--- src/rtl/dma_seq_pkg.sv ---
package dma_seq_pkg;

  typedef enum logic [2:0] {
    ST_IDLE, ST_HOLD, ST_S1, ST_S2, ST_SW, ST_S3, ST_S4
  } seqState_t;

  typedef enum logic [1:0] {
    XF_VERIFY = 2'b00,
    XF_WRITE  = 2'b01,
    XF_READ   = 2'b10,
    XF_RSVD   = 2'b11
  } xferKind_t;

  // control -> datapath strobes
  typedef struct packed {
    logic latchReq;   // capture channel and kind
    logic own;        // bus owned (S1..S4)
    logic addrPhase;  // S1
    logic strobeOn;   // S2, SW, S3
    logic step;       // S4: advance address and count
  } seqCtl_t;

endpackage

--- src/rtl/dma_seq_ctl.sv ---
module dma_seq_ctl
  import dma_seq_pkg::*;
#(
  parameter int SYNC_STAGES = 2
) (
  input  logic    clk,
  input  logic    rstN,
  input  logic    reqValid,
  input  logic    burstMode,
  input  logic    hlda,
  input  logic    ready,
  input  logic    tcNow,
  output logic    hrq,
  output seqCtl_t ctl
);

  logic [SYNC_STAGES-1:0] readySh;
  logic                   readyS;
  seqState_t              state, stateNext;

  always_ff @(posedge clk or negedge rstN) begin
    if (!rstN) readySh <= '0;
    else       readySh <= {readySh[SYNC_STAGES-2:0], ready};
  end
  assign readyS = readySh[SYNC_STAGES-1];

  always_comb begin
    stateNext = state;
    unique case (state)
      ST_IDLE: if (reqValid) stateNext = ST_HOLD;
      ST_HOLD: if (hlda)     stateNext = ST_S1;
      ST_S1:   stateNext = ST_S2;
      ST_S2:   stateNext = readyS ? ST_S3 : ST_SW;
      ST_SW:   if (readyS)   stateNext = ST_S3;
      ST_S3:   stateNext = ST_S4;
      ST_S4:   stateNext = (burstMode && reqValid && !tcNow) ? ST_S1 : ST_IDLE;
      default: stateNext = ST_IDLE;
    endcase
  end

  always_ff @(posedge clk or negedge rstN) begin
    if (!rstN) state <= ST_IDLE;
    else       state <= stateNext;
  end

  assign hrq           = (state != ST_IDLE);
  assign ctl.latchReq  = (state == ST_IDLE) && reqValid;
  assign ctl.own       = (state == ST_S1) || (state == ST_S2) || (state == ST_SW) ||
                         (state == ST_S3) || (state == ST_S4);
  assign ctl.addrPhase = (state == ST_S1);
  assign ctl.strobeOn  = (state == ST_S2) || (state == ST_SW) || (state == ST_S3);
  assign ctl.step      = (state == ST_S4);

endmodule

--- src/rtl/dma_seq_dp.sv ---
module dma_seq_dp
  import dma_seq_pkg::*;
#(
  parameter int NCH = 4,
  parameter int AW  = 16,
  parameter int CW  = 14,
  localparam int CHW  = (NCH > 1) ? $clog2(NCH) : 1,
  localparam int HALF = AW / 2
) (
  input  logic               clk,
  input  logic               rstN,
  input  seqCtl_t            ctl,
  input  logic [CHW-1:0]     reqChan,
  input  logic [1:0]         xferType,
  input  logic               loadEn,
  input  logic [AW-1:0]      loadAddr,
  input  logic [CW-1:0]      loadCount,
  output logic               tcNow,
  output logic               aen,
  output logic               adstb,
  output logic [AW-HALF-1:0] dataOut,
  output logic               dataOe,
  output logic [HALF-1:0]    addrLo,
  output logic               addrOe,
  output logic               ctlOe,
  output logic               iorN,
  output logic               iowN,
  output logic               memrN,
  output logic               memwN,
  output logic [NCH-1:0]     dackN,
  output logic               tc
);

  logic [AW-1:0]  workAddr;
  logic [CW-1:0]  workCount;
  logic [CHW-1:0] chanLat;
  xferKind_t      kindLat;

  always_ff @(posedge clk or negedge rstN) begin
    if (!rstN) begin
      workAddr  <= '0;
      workCount <= '0;
      chanLat   <= '0;
      kindLat   <= XF_VERIFY;
    end else begin
      if (loadEn) begin
        workAddr  <= loadAddr;
        workCount <= loadCount;
      end else if (ctl.step) begin
        workAddr  <= workAddr + 1'b1;
        workCount <= workCount - 1'b1;
      end
      if (ctl.latchReq) begin
        chanLat <= reqChan;
        kindLat <= xferKind_t'(xferType);
      end
    end
  end

  assign tcNow   = (workCount == '0);
  assign tc      = ctl.own && tcNow;
  assign aen     = ctl.own;
  assign ctlOe   = ctl.own;
  assign addrOe  = ctl.own;
  assign adstb   = ctl.addrPhase;
  assign dataOe  = ctl.addrPhase;
  assign dataOut = workAddr[AW-1:HALF];
  assign addrLo  = workAddr[HALF-1:0];

  logic ioToMem, memToIo;
  assign ioToMem = ctl.strobeOn && (kindLat == XF_WRITE);
  assign memToIo = ctl.strobeOn && (kindLat == XF_READ);
  assign iorN    = ~ioToMem;
  assign memwN   = ~ioToMem;
  assign memrN   = ~memToIo;
  assign iowN    = ~memToIo;

  for (genvar i = 0; i < NCH; i++) begin : g_dack
    assign dackN[i] = ~(ctl.own && (chanLat == CHW'(i)));
  end

endmodule

--- src/rtl/dma_bus_seq.sv ---
module dma_bus_seq
  import dma_seq_pkg::*;
#(
  parameter int NCH = 4,
  parameter int AW  = 16,
  parameter int CW  = 14,
  localparam int CHW  = (NCH > 1) ? $clog2(NCH) : 1,
  localparam int HALF = AW / 2
) (
  input  logic               clk,
  input  logic               rstN,
  input  logic               reqValid,
  input  logic [CHW-1:0]     reqChan,
  input  logic [1:0]         xferType,
  input  logic               burstMode,
  input  logic               loadEn,
  input  logic [AW-1:0]      loadAddr,
  input  logic [CW-1:0]      loadCount,
  input  logic               hlda,
  input  logic               ready,
  output logic               hrq,
  output logic               aen,
  output logic               adstb,
  output logic [AW-HALF-1:0] dataOut,
  output logic               dataOe,
  output logic [HALF-1:0]    addrLo,
  output logic               addrOe,
  output logic               ctlOe,
  output logic               iorN,
  output logic               iowN,
  output logic               memrN,
  output logic               memwN,
  output logic [NCH-1:0]     dackN,
  output logic               tc
);

  seqCtl_t ctl;
  logic    tcNow;

  dma_seq_ctl #(.SYNC_STAGES(2)) u_ctl (
    .clk(clk), .rstN(rstN), .reqValid(reqValid), .burstMode(burstMode),
    .hlda(hlda), .ready(ready), .tcNow(tcNow), .hrq(hrq), .ctl(ctl)
  );

  dma_seq_dp #(.NCH(NCH), .AW(AW), .CW(CW)) u_dp (
    .clk(clk), .rstN(rstN), .ctl(ctl), .reqChan(reqChan), .xferType(xferType),
    .loadEn(loadEn), .loadAddr(loadAddr), .loadCount(loadCount), .tcNow(tcNow),
    .aen(aen), .adstb(adstb), .dataOut(dataOut), .dataOe(dataOe),
    .addrLo(addrLo), .addrOe(addrOe), .ctlOe(ctlOe), .iorN(iorN), .iowN(iowN),
    .memrN(memrN), .memwN(memwN), .dackN(dackN), .tc(tc)
  );

endmodule

--- config.mk ---
export PLATFORM = sky130hd
export DESIGN_NAME = dma_bus_seq
export DESIGN_NICKNAME = d
export VERILOG_FILES = /design/src/rtl/dma_seq_pkg.sv /design/src/rtl/dma_seq_ctl.sv /design/src/rtl/dma_seq_dp.sv /design/src/rtl/dma_bus_seq.sv
export SDC_FILE = /design/constraint.sdc
export NUM_CORES = 1
export LEC_CHECK = 0
export BUFFER_PORTS_ARGS = -buffer_cell sky130_fd_sc_hd__buf_2
export CORE_UTILIZATION = 50
export CTS_CLUSTER_DIAMETER = 80
export DETAILED_ROUTE_END_ITERATION = 10
export HOLD_SLACK_MARGIN = 0.03
export MAX_ROUTING_LAYER = met4
export PLACE_DENSITY = 0.79
export SYNTH_ARGS = -nofsm -noshare
export SYNTH_HDL_FRONTEND = slang
export SYNTH_HIERARCHICAL = 1
export SYNTH_SLANG_ARGS = --single-unit
export TNS_END_PERCENT = 20
--- constraint.sdc ---
create_clock -name clk -period 2.7 [get_ports clk]
set_clock_uncertainty 0.15 [all_clocks]
set_input_delay 0.405 -clock clk [delete_from_list [all_inputs] [get_ports clk]]
set_output_delay 0.405 -clock clk [all_outputs]
set_load 0.01 [all_outputs]
==> results of run 1 <==
cell usage in the layout, fill, tap and decap left out, drive strengths merged, types with 5 or more instances in the layout:
master and n:
buf 78, clkbuf 6, dfrtp 39, inv 6
mux2 9, nand2 33, nand3 5, nand3b 6
nand4 5, nor2 8, nor3 7, nor4 10
o21ai 27, xnor2 20, xor2 7
flip-flops by register name, indices dropped and copies added (netlist names):
name,flops
u_dp/workCount,14
u_dp/chanLat,2
u_ctl/state,3
u_dp/kindLat,2
u_dp/workAddr,16
u_ctl/readySh,2
power groups by stage:
stage	clock, uW	sequential, uW	combinational (uW)
3_5_place_dp	0	815	629
2_1_floorplan	0	803	482
4_1_cts	359	805	633
3_3_place_gp	0	807	610
6_report	347	807	631
5_1_grt	379	821	718
cell usage after synthesis, types with 2 or more instances:
cell,count,area (um2)
inv_1,5,18.8
nand2_1,33,124
dfrtp_1,39,976
mux2_2,9,101
clkbuf_1,5,18.8
nand2b_1,3,18.8
o21ai_0,24,120
nor4_1,8,50.1
mux2i_1,3,30.0
or3b_2,2,17.5
xnor2_1,20,175
nand3_1,5,25.0
nand4_1,5,31.3
nor2_1,6,22.5
o22ai_1,2,12.5
nor2b_1,2,12.5
xor2_1,7,61.3
or3_4,2,22.5
nand3b_1,6,45.0
ha_1,2,25.0
nor3_1,6,30.0
buf_4,8,60.1
o21ai_1,3,15.0
logic make-up (layout without fill, tap and decap cells):
group                      Yosys count  count (layout)
adders and majority gates            2               2
xor gates and xnor gates            27              27
muxes                               12              12
buffers and inverters               22              90
DFF                                 39              39
and+or+nand+nor                     90              90
AOI/OAI and AO/OA                   32              32
cell type report:
class                   instances  area [um2]
fillers                       345        1480
inverters                       6        22.5
flip-flops and latches         39         976
repair buffers                 78         408
multi-input cells             163        1090
clock buffers                   6        72.6
well taps                      50        62.6
worst max-delay path, cell delays in order, from the launching register on:
cell and delay [ps]:
dfrtp_1 380, or4_4 550, or3_4 360, nor4_4 140
and2_1 150, buf_2 120
what timing repair did:
action                                  4_1_cts  5_1_grt
endpoints found under the setup margin        0        1
hold buffers                                  0        0
setup buffers                                 0        2
through the flow:
stage / hold slack, ps / total power, uW
floorplan: -40.6 / 1290
global placement: 187 / 1420
detailed placement: 191 / 1440
CTS: 75.5 / 1800
global route: 72.7 / 1920
finish: 69.7 / 1790
worst paths after layout:
| kind | to | slack (ps) | start |
|---|---|---|---|
| max | tc | 160 | u_dp/workCount[10] |
| min | u_dp/workCount[6] | 70 | rstN |
| max in group asynchronous | u_dp/workAddr[1] | 1800 | rstN |
| min reg2reg | u_ctl/readySh[1] | 200 | u_ctl/readySh[0] |
| max reg2reg | u_dp/workAddr[14] | 320 | u_ctl/state[0] |
| min in group clk | u_ctl/readySh[0] | 80 | ready |
per-layer routing:
| metal | up-vias | global-route usage, % | share of wire (%) |
|---|---|---|---|
| li1 | 901 | - | - |
| met1 | 836 | 28.8 | 44 |
| met2 | 79 | 36.4 | 48 |
| met3 | 2 | 5.33 | 7.3 |
| met4 | 0 | 5.21 | 0.52 |
| met5 | - | - | 0 |
==> results.md, run 1 <==
* Post-route DRC violation count at 0
* Fin area at 0.00264 mm2
* Initial core utilization at 53.3%
* Die area at 0.00465 mm2
* Crit path launch type: register
* Final ANT Viol Nets at 0
* Dpl hpwl at 3340 um
* Pre-CTS setup slack at 325 ps
* Antenna diodes at 0
* Yosys Warn Count at 6
* Worst path required time at 2140 ps
* Final setup violation count at 0
* Rel. slew slack at 44.4%
* Die height at 68.2 um
* Final #Nets at 336
* WP data arrival at 1980 ps
* Combinational group share of total power at 35.4%
* CTS clock-pin slew for the worst setup and hold paths at 70 ps
* Worst vdd ir at 0.396 mV
* Layout cells sized above 1 at 36.3%
* Routed wire length at 4620 um
* Class of the worst hold path: input pin to asynchronous set/reset pin
* Ys flop type: dfrtp_1
* Leak at 0.00114 uW
* DR WL/cell at 13.5 um
* Slew @ Worst Pin at 835 ps
* Max-slew violations at 0
* Post-synthesis adder-cell area fraction at 1.14%
* Tmin final at 2540 ps
* Largest family of logic cells by synthesized area: simple AND/OR/NAND/NOR gates
* DR iter-0 viols at 71
* Synthesized cell area at 0.00219 mm2
* Sw frac at 34.3%
* Path type of the worst setup path: register to output pin
* Vias at 1818
* Internal Pwr Total at 1170 uW
* Tcrit/Tclk final at 94.0%
* Worst skew pair latency at 280 ps
* Register-to-Register Path Depth at 7
* Hold Fails Final Rpt at 0
* Initial antenna violation count at 0
* Die Span X at 68.2 um
* CTS Root Cell: clkbuf_8
* Post-synth cell types at 42
* Seq pwr share at 45.2%
* # IOs at 72
* GRT overflow at 0
* TritonCTS clock tree: yes
* Setup TNS at 0 ps
* Asr flop ratio synth at 100%
* First-pass GRT wire length at 7570 um
* CTS Buffer Depth at 2
* Run status: finished, final reports clean
* Placed Instances at 334
* Multiplexer share of the synthesized area at 5.99%
* Setup WS post-layout at 161 ps
* Total iterations of the first detailed-routing run at 4
* Mapped Cells at 224
* Post-Synth Simple-Gate Area at 23.9%
* Sequential element share of the synthesized area at 44.5%
* Area grow syn2layout at 20.3%
* Max-Cap Viols at 0
* Total CTS buffers at 5
* Placed inst area at 0.00255 mm2
* Vias in the first global route at 1690
* Mapped Nets at 267
* Critical Path Fanout Max at 3
* Highest achievable clock rate at 394 MHz
* Avg Vias per Cell at 5.32
* GP Congestion at 0.783
* Port buffer count at 71
* Total GRT Usage at 22.6%
* Final Core Density at 64.1%
* Avg Cell Area, Syn at 9.79 um2
* Post-synthesis register bit count at 39
* Clk sinks at 39
* Clock power frac at 19.4%
* H-tree depth at 2
* FP Rows at 23
* RSZ-0062 raised after global routing: false
* Post-CTS sizing at 0
* Synth Area in Compound Gates at 8.16%
* PwrDens at 677 mW/mm2
* EDFF count, synth at 0
* CP endpoint kind: output pin
* Core Area at 0.00412 mm2
* Psw at 612 uW
* Non-filler instance count after layout at 342
* Largest net degree at the start of global routing at 40
* Xor/xnor share of the synthesized area at 10.8%
Power figures use the tool's default switching activity.
==> inputs of run 2 (changes only) <==
--- a/config.mk
+++ b/config.mk
@@ -6,12 +6,12 @@
 export NUM_CORES = 1
 export LEC_CHECK = 0
 export BUFFER_PORTS_ARGS = -buffer_cell sky130_fd_sc_hd__buf_2
-export CORE_UTILIZATION = 50
+export CORE_UTILIZATION = 54
 export CTS_CLUSTER_DIAMETER = 80
 export DETAILED_ROUTE_END_ITERATION = 10
 export HOLD_SLACK_MARGIN = 0.03
 export MAX_ROUTING_LAYER = met4
-export PLACE_DENSITY = 0.79
+export PLACE_DENSITY = 0.84
 export SYNTH_ARGS = -nofsm -noshare
 export SYNTH_HDL_FRONTEND = slang
 export SYNTH_HIERARCHICAL = 1
==> constraint.sdc (replaced) <==
create_clock -name clk -period 3 [get_ports clk]
set_clock_uncertainty 0.15 [all_clocks]
set_input_delay 0.45 -clock clk [delete_from_list [all_inputs] [get_ports clk]]
set_output_delay 0.45 -clock clk [all_outputs]
set_load 0.01 [all_outputs]
==> run 2 against run 1 <==
Effect of this change: via count is 2.1% lower; power shrank 11%; count of clock-buffer cells in the layout rose by 1; final cell count is 1.2% lower; critical path depth did not move; combinational power shrank 16%; clock power is 6.1% lower; cell area is 0.90% lower; global-route usage down 1.4 points; register-to-register slack better by 340 ps; largest power group unchanged.
==> results.md, run 2 (synthesis results as in run 1) <==
* H-tree depth at 2 (unchanged)
* Final ANT Viol Nets at 0 (unchanged)
* Core Area at 0.00377 mm2 (was 0.00412 mm2)
* Total GRT Usage at 21.2% (was 22.6%)
* Largest regs: u_dp/workAddr (16), u_dp/workCount (14), u_ctl/state (3) (unchanged)
* Vias in the first global route at 1604 (was 1690)
* Most frequent cells in the layout: 71 x buf_2, 39 x dfrtp_1, 33 x nand2_1 (unchanged)
* GRT overflow at 0 (unchanged)
* PwrDens at 610 mW/mm2 (was 677 mW/mm2)
* Total CTS buffers at 5 (unchanged)
* Reg-to-Reg End: u_dp/workCount[5] (was u_dp/workAddr[14])
* Hold Fails Final Rpt at 0 (unchanged)
* Initial antenna violation count at 0 (unchanged)
* Layout cells sized above 1 at 35.5% (was 36.3%)
* Max-slew violations at 0 (unchanged)
* Run status: finished, final reports clean (unchanged)
* Crit path buffers/inverters at 1 (unchanged)
* CTS clock-pin slew for the worst setup and hold paths at 70 ps (about the same)
* Slew @ Worst Pin at 826 ps (was 835 ps)
* Final #Nets at 332 (was 336)
* Worst reg2reg path startpoint: u_ctl/state[1] (was u_ctl/state[0])
* Die Span X at 65.7 um (was 68.2 um)
* Post-route DRC violation count at 0 (unchanged)
* Register-to-Register Path Depth at 7 (unchanged)
* Leak at 0.00113 uW (was 0.00114 uW)
* Highest achievable clock rate at 367 MHz
* Pre-CTS setup slack at 559 ps (was 325 ps)
* Max-Cap Viols at 0 (unchanged)
* Largest register by flop count: u_dp/workAddr (unchanged)
* Max reg flops at 16 (unchanged)
* Path type of the worst setup path: register to output pin (unchanged)
* Die height at 65.7 um (was 68.2 um)
* Critical Path Fanout Max at 3 (unchanged)
* DR WL/cell at 12.2 um (was 13.5 um)
* Fill count at 298 (was 345)
* Initial core utilization at 58.1% (was 53.3%)
* GP Congestion at 0.830 (was 0.783)
* Seq pwr share at 46.3% (was 45.2%)
* Combinational group share of total power at 33.3% (was 35.4%)
* DR iter-0 viols at 118 (was 71)
* CP endpoint kind: output pin (unchanged)
* First-pass GRT wire length at 6770 um (was 7570 um)
* # IOs at 72 (unchanged)
* Setup WS post-layout at 272 ps (was 161 ps)
* TritonCTS clock tree: yes (unchanged)
* Worst skew pair latency at 270 ps (was 280 ps)
* Clk sinks at 39 (unchanged)
* Cts hold-fix bufs at 0 (unchanged)
* Worst path required time at 2400 ps (was 2140 ps)
* Max stage delay cell, worst path: or4_4 (unchanged)
* Psw at 543 uW (was 612 uW)
* FP Rows at 22 (was 23)
* Commonest non-fill, non-tap cell in the layout: buf_2 (unchanged)
* CTS Buffer Depth at 2 (unchanged)
* Routed wire length at 4110 um (was 4620 um)
* Flop-to-flop setup slack at 660 ps (was 320 ps)
* Avg Vias per Cell at 5.26 (was 5.32)
* Tcrit/Tclk final at 90.9%
* Die area at 0.00432 mm2 (was 0.00465 mm2)
* Class of the worst hold path: input pin to asynchronous set/reset pin (unchanged)
* Clock power frac at 20.4% (was 19.4%)
* Port buffer count at 71 (unchanged)
* Total iterations of the first detailed-routing run at 4 (unchanged)
* Critical Path Max Stage Delay at 530 ps (was 550 ps)
* Worst vdd ir at 0.326 mV (was 0.396 mV)
* CTS Root Cell: clkbuf_8 (unchanged)
* RSZ-0062 raised after global routing: false (unchanged)
* Area grow syn2layout at 19.2% (was 20.3%)
* Setup TNS at 0 ps (unchanged)
* WP data arrival at 2130 ps (was 1980 ps)
* Sw frac at 34.1% (was 34.3%)
* Antenna diodes at 0 (unchanged)
* Tmin final at 2730 ps
* Largest net degree at the start of global routing at 40 (unchanged)
* Rel. slew slack at 44.9% (was 44.4%)
* Internal Pwr Total at 1050 uW (was 1170 uW)
* Critical path's top delay family: simple AND/OR/NAND/NOR gates (unchanged)
* Final setup violation count at 0 (unchanged)
* Crit path launch type: register (unchanged)
* Dpl hpwl at 3110 um (was 3340 um)
* CP cell instances: or4_4 -> or3_4 -> nor4_4 -> and2_1 -> buf_2 (unchanged)
* Post-CTS Setup Inserts at 0 (unchanged)
* Vias at 1779 (was 1818)
* Post-CTS sizing at 0 (unchanged)
run 2: cell count changes in the layout (fill, tap and decap cells not counted):
| cell | before | now |
|---|---|---|
| buf_4 | 7 | 3 |
| clkbuf_1 | 1 | 2 |
| clkinv_2 | 0 | 1 |
run 2: area by class of cell:
cell class              count  area [um2]  area share, %
multi-input cells         163        1090           41.9
flip-flops and latches     39         976           37.4
repair buffers             74         378           14.5
clock buffers               7        76.3           2.92
well taps                  48        60.1           2.30
inverters                   6        22.5          0.862
clock inverters             1        5.00          0.192
run 2: worst max-delay path by stage:
stage	from	endpoint	slack [ps]	depth (start not counted)
6_report	u_dp/workCount[8]	tc	270	5
5_1_grt	u_dp/workCount[10]	tc	210	5
4_1_cts	u_dp/workCount[10]	tc	250	5
3_5_place_dp	u_dp/workCount[10]	tc	560	5
3_3_place_gp	u_dp/workCount[10]	tc	590	5
2_1_floorplan	u_dp/workCount[10]	tc	690	4
run 2: per-layer routing:
layer  global-route usage (%)  vias to the layer above  wire length [um]
li1                         -                      900                 -
met1                     26.5                      826              1850
met2                     35.1                       49              2020
met3                     3.65                        4               197
met4                     6.52                        0                39
met5                        -                        -                 0
run 2: power by group through the flow:
| stage | Clock (uW) | Sequential, uW | Combinational, uW |
|---|---|---|---|
| 5_1_grt | 361 | 757 | 586 |
| 4_1_cts | 336 | 739 | 536 |
| 3_5_place_dp | 0 | 748 | 534 |
| 2_1_floorplan | 0 | 723 | 434 |
| 3_3_place_gp | 0 | 740 | 520 |
| 6_report | 326 | 738 | 530 |
run 2: stage by stage:
step                      instance area, um2  hold slack (ps)  util [%]  std cells  power (uW)
after floorplan                         2190             4.41         -        224        1160
after global placement                  2530              189      67.1        330        1260
after detailed placement                2530              192      67.1        330        1280
after CTS                               2610              126      69.3        338        1610
after global routing                    2610              124      69.3        338        1700
final                                   2610              122      69.3        338        1590
